==> src/rtl/ebc_pkg.sv <==
package ebc_pkg;
  localparam int CFG_W     = 4;
  localparam int CFG_ADV   = 0;
  localparam int CFG_DYN   = 1;
  localparam int CFG_SPLIT = 2;
  localparam int CFG_WRH   = 3;

  typedef enum logic [2:0] {
    ST_IDLE,
    ST_ADDR,
    ST_DATA,
    ST_GAP,
    ST_INT
  } ebc_state_e;

  typedef struct packed {
    logic wrh_mode;
    logic split_wr;
    logic adv_mode;
  } ebc_style_t;
endpackage

==> src/rtl/ebc_window.sv <==
module ebc_window #(
  parameter int AW = 16,
  parameter logic [AW-1:0] WIN_LO = 16'h2000,
  parameter logic [AW-1:0] WIN_HI = 16'h5FFF
) (
  input  logic [AW-1:0] addr,
  input  logic          mem_sel,
  output logic          is_internal
);
  always_comb begin
    is_internal = mem_sel && (addr >= WIN_LO) && (addr <= WIN_HI);
  end
endmodule

==> src/rtl/ebc_seq.sv <==
module ebc_seq
  import ebc_pkg::*;
#(
  parameter int AW = 16,
  parameter int BYTE_W = 8,
  localparam int DW = 2 * BYTE_W
) (
  input  logic          clk,
  input  logic          rst_n,
  input  logic          req_valid,
  input  logic [AW-1:0] req_addr,
  input  logic [DW-1:0] req_wdata,
  input  logic          req_word,
  input  logic          req_write,
  input  logic          req_fetch,
  input  logic          is_internal,
  input  logic          wide_sel,
  input  ebc_style_t    style_in,
  input  logic [DW-1:0] ad_in,
  input  logic [DW-1:0] int_rd_data,
  output ebc_state_e    state,
  output ebc_style_t    style_q,
  output logic          cyc_write,
  output logic          cyc_fetch,
  output logic          lane_lo,
  output logic          lane_hi,
  output logic [AW-1:0] cur_addr,
  output logic [DW-1:0] wbus,
  output logic [DW-1:0] rdata,
  output logic          done
);
  ebc_state_e    state_q, state_d;
  logic          beat_q, beat_d;
  logic          second_q, second_d;
  logic [AW-1:0] addr_q;
  logic [DW-1:0] wdata_q, rdata_q, cap;
  logic          write_q, fetch_q, word_q, wide_q, split_q;
  ebc_style_t    style_r;
  logic          accept, last_beat, more, a0;

  assign accept    = (state_q == ST_IDLE) && req_valid;
  assign last_beat = (state_q == ST_DATA) && beat_q;
  assign more      = split_q && !second_q;
  assign a0        = addr_q[0] | second_q;

  // next-state logic
  always_comb begin
    state_d  = state_q;
    beat_d   = beat_q;
    second_d = second_q;
    case (state_q)
      ST_IDLE: if (req_valid) begin
        state_d  = is_internal ? ST_INT : ST_ADDR;
        second_d = 1'b0;
      end
      ST_ADDR: begin
        state_d = ST_DATA;
        beat_d  = 1'b0;
      end
      ST_DATA: if (beat_q) state_d = ST_GAP;
               else        beat_d  = 1'b1;
      ST_GAP: if (more) begin
        state_d  = ST_ADDR;
        second_d = 1'b1;
      end else begin
        state_d = ST_IDLE;
      end
      ST_INT:  state_d = ST_IDLE;
      default: state_d = ST_IDLE;
    endcase
  end

  always_ff @(posedge clk or negedge rst_n) begin
    if (!rst_n) begin
      state_q  <= ST_IDLE;
      beat_q   <= 1'b0;
      second_q <= 1'b0;
    end else begin
      state_q  <= state_d;
      beat_q   <= beat_d;
      second_q <= second_d;
    end
  end

  // read lane capture
  always_comb begin
    if (wide_q) begin
      if (word_q) cap = ad_in;
      else        cap = {{BYTE_W{1'b0}}, a0 ? ad_in[DW-1:BYTE_W] : ad_in[BYTE_W-1:0]};
    end else if (second_q) begin
      cap = {ad_in[BYTE_W-1:0], rdata_q[BYTE_W-1:0]};
    end else begin
      cap = {{BYTE_W{1'b0}}, ad_in[BYTE_W-1:0]};
    end
  end

  // cycle context, loaded with clock enables
  always_ff @(posedge clk) begin
    if (accept) begin
      addr_q  <= req_addr;
      wdata_q <= req_wdata;
      write_q <= req_write;
      fetch_q <= req_fetch;
      word_q  <= req_word;
      wide_q  <= wide_sel;
      split_q <= req_word && !wide_sel;
      style_r <= style_in;
    end
    if (accept && is_internal)          rdata_q <= int_rd_data;
    else if (last_beat && !write_q)     rdata_q <= cap;
  end

  always_comb begin
    if (wide_q) wbus = word_q ? wdata_q : {wdata_q[BYTE_W-1:0], wdata_q[BYTE_W-1:0]};
    else        wbus = {{BYTE_W{1'b0}}, second_q ? wdata_q[DW-1:BYTE_W] : wdata_q[BYTE_W-1:0]};
  end

  assign lane_lo   = wide_q ? (word_q || !a0) : 1'b1;
  assign lane_hi   = wide_q && (word_q || a0);
  assign cur_addr  = {addr_q[AW-1:1], a0};
  assign state     = state_q;
  assign style_q   = style_r;
  assign cyc_write = write_q;
  assign cyc_fetch = fetch_q;
  assign rdata     = rdata_q;
  assign done      = ((state_q == ST_GAP) && !more) || (state_q == ST_INT);
endmodule

==> src/rtl/ebc_pins.sv <==
module ebc_pins
  import ebc_pkg::*;
#(
  parameter int AW = 16,
  parameter int DW = 16
) (
  input  ebc_state_e    state,
  input  logic          adv_mode,
  input  logic          split_wr,
  input  logic          wrh_mode,
  input  logic          cyc_write,
  input  logic          cyc_fetch,
  input  logic          lane_lo,
  input  logic          lane_hi,
  input  logic [AW-1:0] cur_addr,
  input  logic [DW-1:0] wbus,
  output logic [DW-1:0] ad_out,
  output logic          ad_oe,
  output logic          as_strobe,
  output logic          rd_n,
  output logic          wr_lo_n,
  output logic          hi_sel_n,
  output logic          fetch_ind
);
  logic in_addr, in_data, on_bus;

  always_comb begin
    in_addr   = (state == ST_ADDR);
    in_data   = (state == ST_DATA);
    on_bus    = in_addr || in_data;
    as_strobe = adv_mode ? !on_bus : in_addr;
    rd_n      = !(in_data && !cyc_write);
    wr_lo_n   = !(in_data && cyc_write && (split_wr ? lane_lo : 1'b1));
    hi_sel_n  = wrh_mode ? !(in_data && cyc_write && lane_hi) : !(on_bus && lane_hi);
    fetch_ind = on_bus && !cyc_write && cyc_fetch;
    ad_oe     = in_addr || (in_data && cyc_write);
    ad_out    = in_addr ? DW'(cur_addr) : wbus;
  end
endmodule

==> src/rtl/ext_bus_ctrl.sv <==
module ext_bus_ctrl
  import ebc_pkg::*;
#(
  parameter int AW = 16,
  parameter int BYTE_W = 8,
  parameter logic [AW-1:0] WIN_LO = 16'h2000,
  parameter logic [AW-1:0] WIN_HI = 16'h5FFF,
  localparam int DW = 2 * BYTE_W
) (
  input  logic             clk,
  input  logic             rst_n,
  input  logic             cfg_we,
  input  logic [CFG_W-1:0] cfg_wdata,
  input  logic             mem_sel,
  input  logic             width_pin,
  input  logic             req_valid,
  input  logic [AW-1:0]    req_addr,
  input  logic [DW-1:0]    req_wdata,
  input  logic             req_word,
  input  logic             req_write,
  input  logic             req_fetch,
  input  logic [DW-1:0]    int_rd_data,
  output logic             done,
  output logic [DW-1:0]    rdata,
  input  logic [DW-1:0]    ad_in,
  output logic [DW-1:0]    ad_out,
  output logic             ad_oe,
  output logic             as_strobe,
  output logic             rd_n,
  output logic             wr_lo_n,
  output logic             hi_sel_n,
  output logic             fetch_ind
);
  logic [CFG_W-1:0] cfg_q;
  ebc_state_e       state;
  ebc_style_t       style_in, style_q;
  logic             is_internal, wide_sel, adv_eff;
  logic             cyc_write, cyc_fetch, lane_lo, lane_hi;
  logic [AW-1:0]    cur_addr;
  logic [DW-1:0]    wbus;

  always_ff @(posedge clk or negedge rst_n) begin
    if (!rst_n)      cfg_q <= '0;
    else if (cfg_we) cfg_q <= cfg_wdata;
  end

  always_comb begin
    style_in.wrh_mode = cfg_q[CFG_WRH];
    style_in.split_wr = cfg_q[CFG_SPLIT];
    style_in.adv_mode = cfg_q[CFG_ADV];
    wide_sel          = cfg_q[CFG_DYN] && width_pin;
    adv_eff           = (state == ST_IDLE) ? cfg_q[CFG_ADV] : style_q.adv_mode;
  end

  ebc_window #(.AW(AW), .WIN_LO(WIN_LO), .WIN_HI(WIN_HI)) u_win (
    .addr(req_addr), .mem_sel(mem_sel), .is_internal(is_internal)
  );

  ebc_seq #(.AW(AW), .BYTE_W(BYTE_W)) u_seq (
    .clk(clk), .rst_n(rst_n), .req_valid(req_valid), .req_addr(req_addr),
    .req_wdata(req_wdata), .req_word(req_word), .req_write(req_write),
    .req_fetch(req_fetch), .is_internal(is_internal), .wide_sel(wide_sel),
    .style_in(style_in), .ad_in(ad_in), .int_rd_data(int_rd_data),
    .state(state), .style_q(style_q), .cyc_write(cyc_write), .cyc_fetch(cyc_fetch),
    .lane_lo(lane_lo), .lane_hi(lane_hi), .cur_addr(cur_addr), .wbus(wbus),
    .rdata(rdata), .done(done)
  );

  ebc_pins #(.AW(AW), .DW(DW)) u_pins (
    .state(state), .adv_mode(adv_eff), .split_wr(style_q.split_wr),
    .wrh_mode(style_q.wrh_mode), .cyc_write(cyc_write), .cyc_fetch(cyc_fetch),
    .lane_lo(lane_lo), .lane_hi(lane_hi), .cur_addr(cur_addr), .wbus(wbus),
    .ad_out(ad_out), .ad_oe(ad_oe), .as_strobe(as_strobe), .rd_n(rd_n),
    .wr_lo_n(wr_lo_n), .hi_sel_n(hi_sel_n), .fetch_ind(fetch_ind)
  );
endmodule

==> config.mk <==
export PLATFORM = sky130hd
export DESIGN_NAME = ext_bus_ctrl
export DESIGN_NICKNAME = d
export VERILOG_FILES = /design/src/rtl/ebc_pkg.sv /design/src/rtl/ebc_window.sv /design/src/rtl/ebc_seq.sv /design/src/rtl/ebc_pins.sv /design/src/rtl/ext_bus_ctrl.sv
export SDC_FILE = /design/constraint.sdc
export NUM_CORES = 1
export LEC_CHECK = 0
export CELL_PAD_IN_SITES_DETAIL_PLACEMENT = 1
export CELL_PAD_IN_SITES_GLOBAL_PLACEMENT = 1
export CORE_UTILIZATION = 35
export CTS_BUF_LIST = sky130_fd_sc_hd__clkbuf_16
export DETAILED_ROUTE_END_ITERATION = 10
export PLACE_DENSITY_LB_ADDON = 0.1
export SLEW_MARGIN = 20
export SYNTH_ARGS = -nofsm -noshare
export SYNTH_HDL_FRONTEND = slang
export SYNTH_HIERARCHICAL = 1
export SYNTH_SLANG_ARGS = --single-unit
==> constraint.sdc <==
create_clock -name clk -period 3.7 [get_ports clk]
set_input_delay 0.37 -clock clk [delete_from_list [all_inputs] [get_ports clk]]
set_output_delay 0.37 -clock clk [all_outputs]
set_load 0.02 [all_outputs]
==> metrics.md <==
| Metric | Value |
|---|---|
| FF+latch count, synth | `65` |
| F_max | `301 MHz` |
| Rows | `35` |
| Initial Util | `36.7%` |
| RR Endpoint | `u_seq/rdata[5]` |
| Die height | `101 um` |
| Hold_buf cts | `0` |
| FF-to-FF setup slack | `0.96 ns` |
| Required time worst endpoint | `3.33 ns` |
| IO Port Bufs | `115` |
| CP endpoint kind | `output port` |
| Initial antenna violation count | `0` |
| Post-Syn Area | `0.00344 mm^2` |
| Leakage power | `0.00177 uW` |
| Synth area leaders | `edfxtp_1 (49%), dfrtp_1 (6.5%), mux2_2 (6.2%)` |
| CTS sink count | `65` |
| Ratio of cells with drive above 1 in the final layout | `16.6%` |
| Die area | `0.0102 mm^2` |
| First-pass GRT wire length | `13,500 um` |
| Syn_nets | `332` |
| Final min period | `3.32 ns` |
| FF-to-FF Start | `u_seq/state[2]` |
| Setup repair after global routing missed its margin | `false` |
| Status | `complete, no violations` |
| Setup violations, final | `0` |
| Final setup TNS | `0 ns` |
| CTS tree | `yes` |
| Area grow syn2layout | `41.7%` |
| Slew headroom | `40.9%` |
| Final Cell Area | `0.00487 mm^2` |
| Overflow after GRT | `0` |
| GRT Overall Usage | `17.9%` |
| Maximum fanout along the worst path | `17` |
| Final GP Congestion | `0.769` |
| Maxcap violations | `0` |
| Kind of critical path | `reg -> out` |
| Antenna viol nets, final | `0` |
| CTS Buf Count | `9` |
| Root buf cell | `clkbuf_16` |
| Syn avg cell area | `13.5 um^2` |
| Worst skew pair latency | `0.33 ns` |
| Yosys cell types | `49` |
| Number of synthesized flops with an enable pin | `56` |
| Yosys warning count | `6` |
| CTS clock-pin slew for the worst setup and hold paths | `0.06 ns` |
| Initial DRC count | `49` |
| Final period util | `89.8%` |
| Sequential area share after synthesis | `55.4%` |
| CTS max path bufs | `2` |
| I/O pins | `116` |
| Vias | `2,429` |
| Residual DRC count | `0` |
| Placed inst area | `0.00453 mm^2` |
| H-tree levels | `3` |
| Worst Hold Class | `in -> async` |
| Worst-Margin Slew | `0.882 ns` |
| Vias per cell | `4.96` |
| Post-synth top area cell | `edfxtp_1` |
| WL/cell | `17.2 um` |
| Fin nets | `433` |
| Setup Buffers After CTS | `0` |
| DR pass1 iterations | `4` |
| Synth Flop Type | `edfxtp_1` |
| Hold Vio Cnt, Final | `0` |
| Share of the synthesized area in the top cell type | `48.9%` |
| DP HPWL | `5900 um` |
| Hold_ws | `0.360 ns` |
| Startpoint Class | `register` |
| Worst R2R Path Depth | `5` |
| PwrDens | `696 mW/mm^2` |
| Synthesized netlist cell count | `255` |
| Slew Limit Fails | `0` |
| Worst VDD drop | `0.352 mV` |
| Gates resized, CTS repair | `0` |
| Core area | `0.00937 mm^2` |
| Total routed wirelength | `8450 um` |
| Arrival time worst endpoint | `2.95 ns` |
| CP startpoint | `u_seq/wide_q` |
| Clock Skew | `0.00494 ns` |
| # diodes | `0` |
| Vias in the first global route | `2,686` |
| DIE WIDTH | `101 um` |
| Ys async rst share | `13.8%` |
| Largest net degree at the start of global routing | `58` |
## worst max path at each step
stage / end / slack, ns / cells after the start
floorplan: as_strobe / 1.36 / 3
global placement: ad_out[4] / 0.73 / 4
detailed placement: ad_out[5] / 0.69 / 4
CTS: ad_out[5] / 0.33 / 4
global route: ad_out[5] / 0.20 / 4
finish: ad_out[5] / 0.38 / 4
## flip-flops by register name, indices dropped and copies added (netlist names)
signal           cells
u_seq/state          3
u_seq/word_q         1
u_seq/second_q       1
u_seq/cyc_write      1
u_seq/style_q        3
u_seq/split_q        1
cfg_q                4
u_seq/beat_q         1
u_seq/wide_q         1
u_seq/rdata         16
u_seq/cyc_fetch      1
u_seq/wdata_q       16
u_seq/addr_q        16
## cells in the final DEF, fill, tap and decap left out, types with 3 or more instances in the layout
master and instances:
nor2_1 6, clkdlybuf4s50_1 115, nand2_1 6, o211ai_1 15, mux2_2 19, bufinv_16 3
buf_4 3, nor2b_1 13, a22oi_1 8, clkbuf_16 9, mux2_4 10, o21ai_0 13
inv_1 3, dfrtp_1 9, mux2i_1 16, a21oi_1 3, nand3_1 19, edfxtp_1 56
## critical path: stages, from the launching register on
cell and delay (ns):
edfxtp_1 0.61, nor2b_2 0.79, mux2_2 0.42, mux2_4 0.26, clkdlybuf4s50_1 0.54
## cells in the mapped netlist, drive strengths merged, types with 3 or more instances
library cell	instances
mux2i	16
nor2b	14
a22oi	8
buf	24
nand2	7
nor2	7
o21ai	15
nand2b	3
edfxtp	56
dfrtp	9
a21oi	3
clkbuf	3
o211ai	16
inv	4
mux2	29
nand3	19
## routing by layer
metal	track usage (%)	up-vias	wire length [um]
met5	0	-	0
met4	7.02	0	133
met3	4.90	11	545
met2	30.8	87	4040
met1	21.1	1173	3730
li1	-	1158	-
## power breakdown
part | internal (uW) | switching, uW | total (uW)
registers | 997 | 120 | 1120
clock network | 659 | 318 | 977
logic | 654 | 645 | 1300
## kinds of logic (layout without fill, tap and decap cells)
logic type | after synthesis | in the layout | share of synthesized area [%]
buf+inv | 34 | 140 | 8.04
xor+xnor | 2 | 2 | 0.509
flops | 65 | 65 | 55.4
compound gates | 49 | 49 | 10.1
simple gates | 60 | 60 | 10.7
mux | 45 | 45 | 15.2
## per-stage QoR
step                worst slack, ns  cells  total power, uW  utilization, %
floorplan                      1.36    255             2000               -
global placement              0.733    474             2430            48.4
detailed placement            0.688    474             2440            48.4
CTS                           0.327    490             3440            52.0
global route                  0.203    490             3570            52.0
finish                        0.377    490             3390            52.0
## layout make-up
type                       count  area [um^2]
fill                         980         4500
inverter                       6         31.3
multi-input combinational    156         1260
clock inverter                 7          116
timing repair buffer         118         1170
tap                          129          161
sequential                    65         1910
clock buffer                   9          225
No activity file was read; power rests on OpenSTA's default activity.
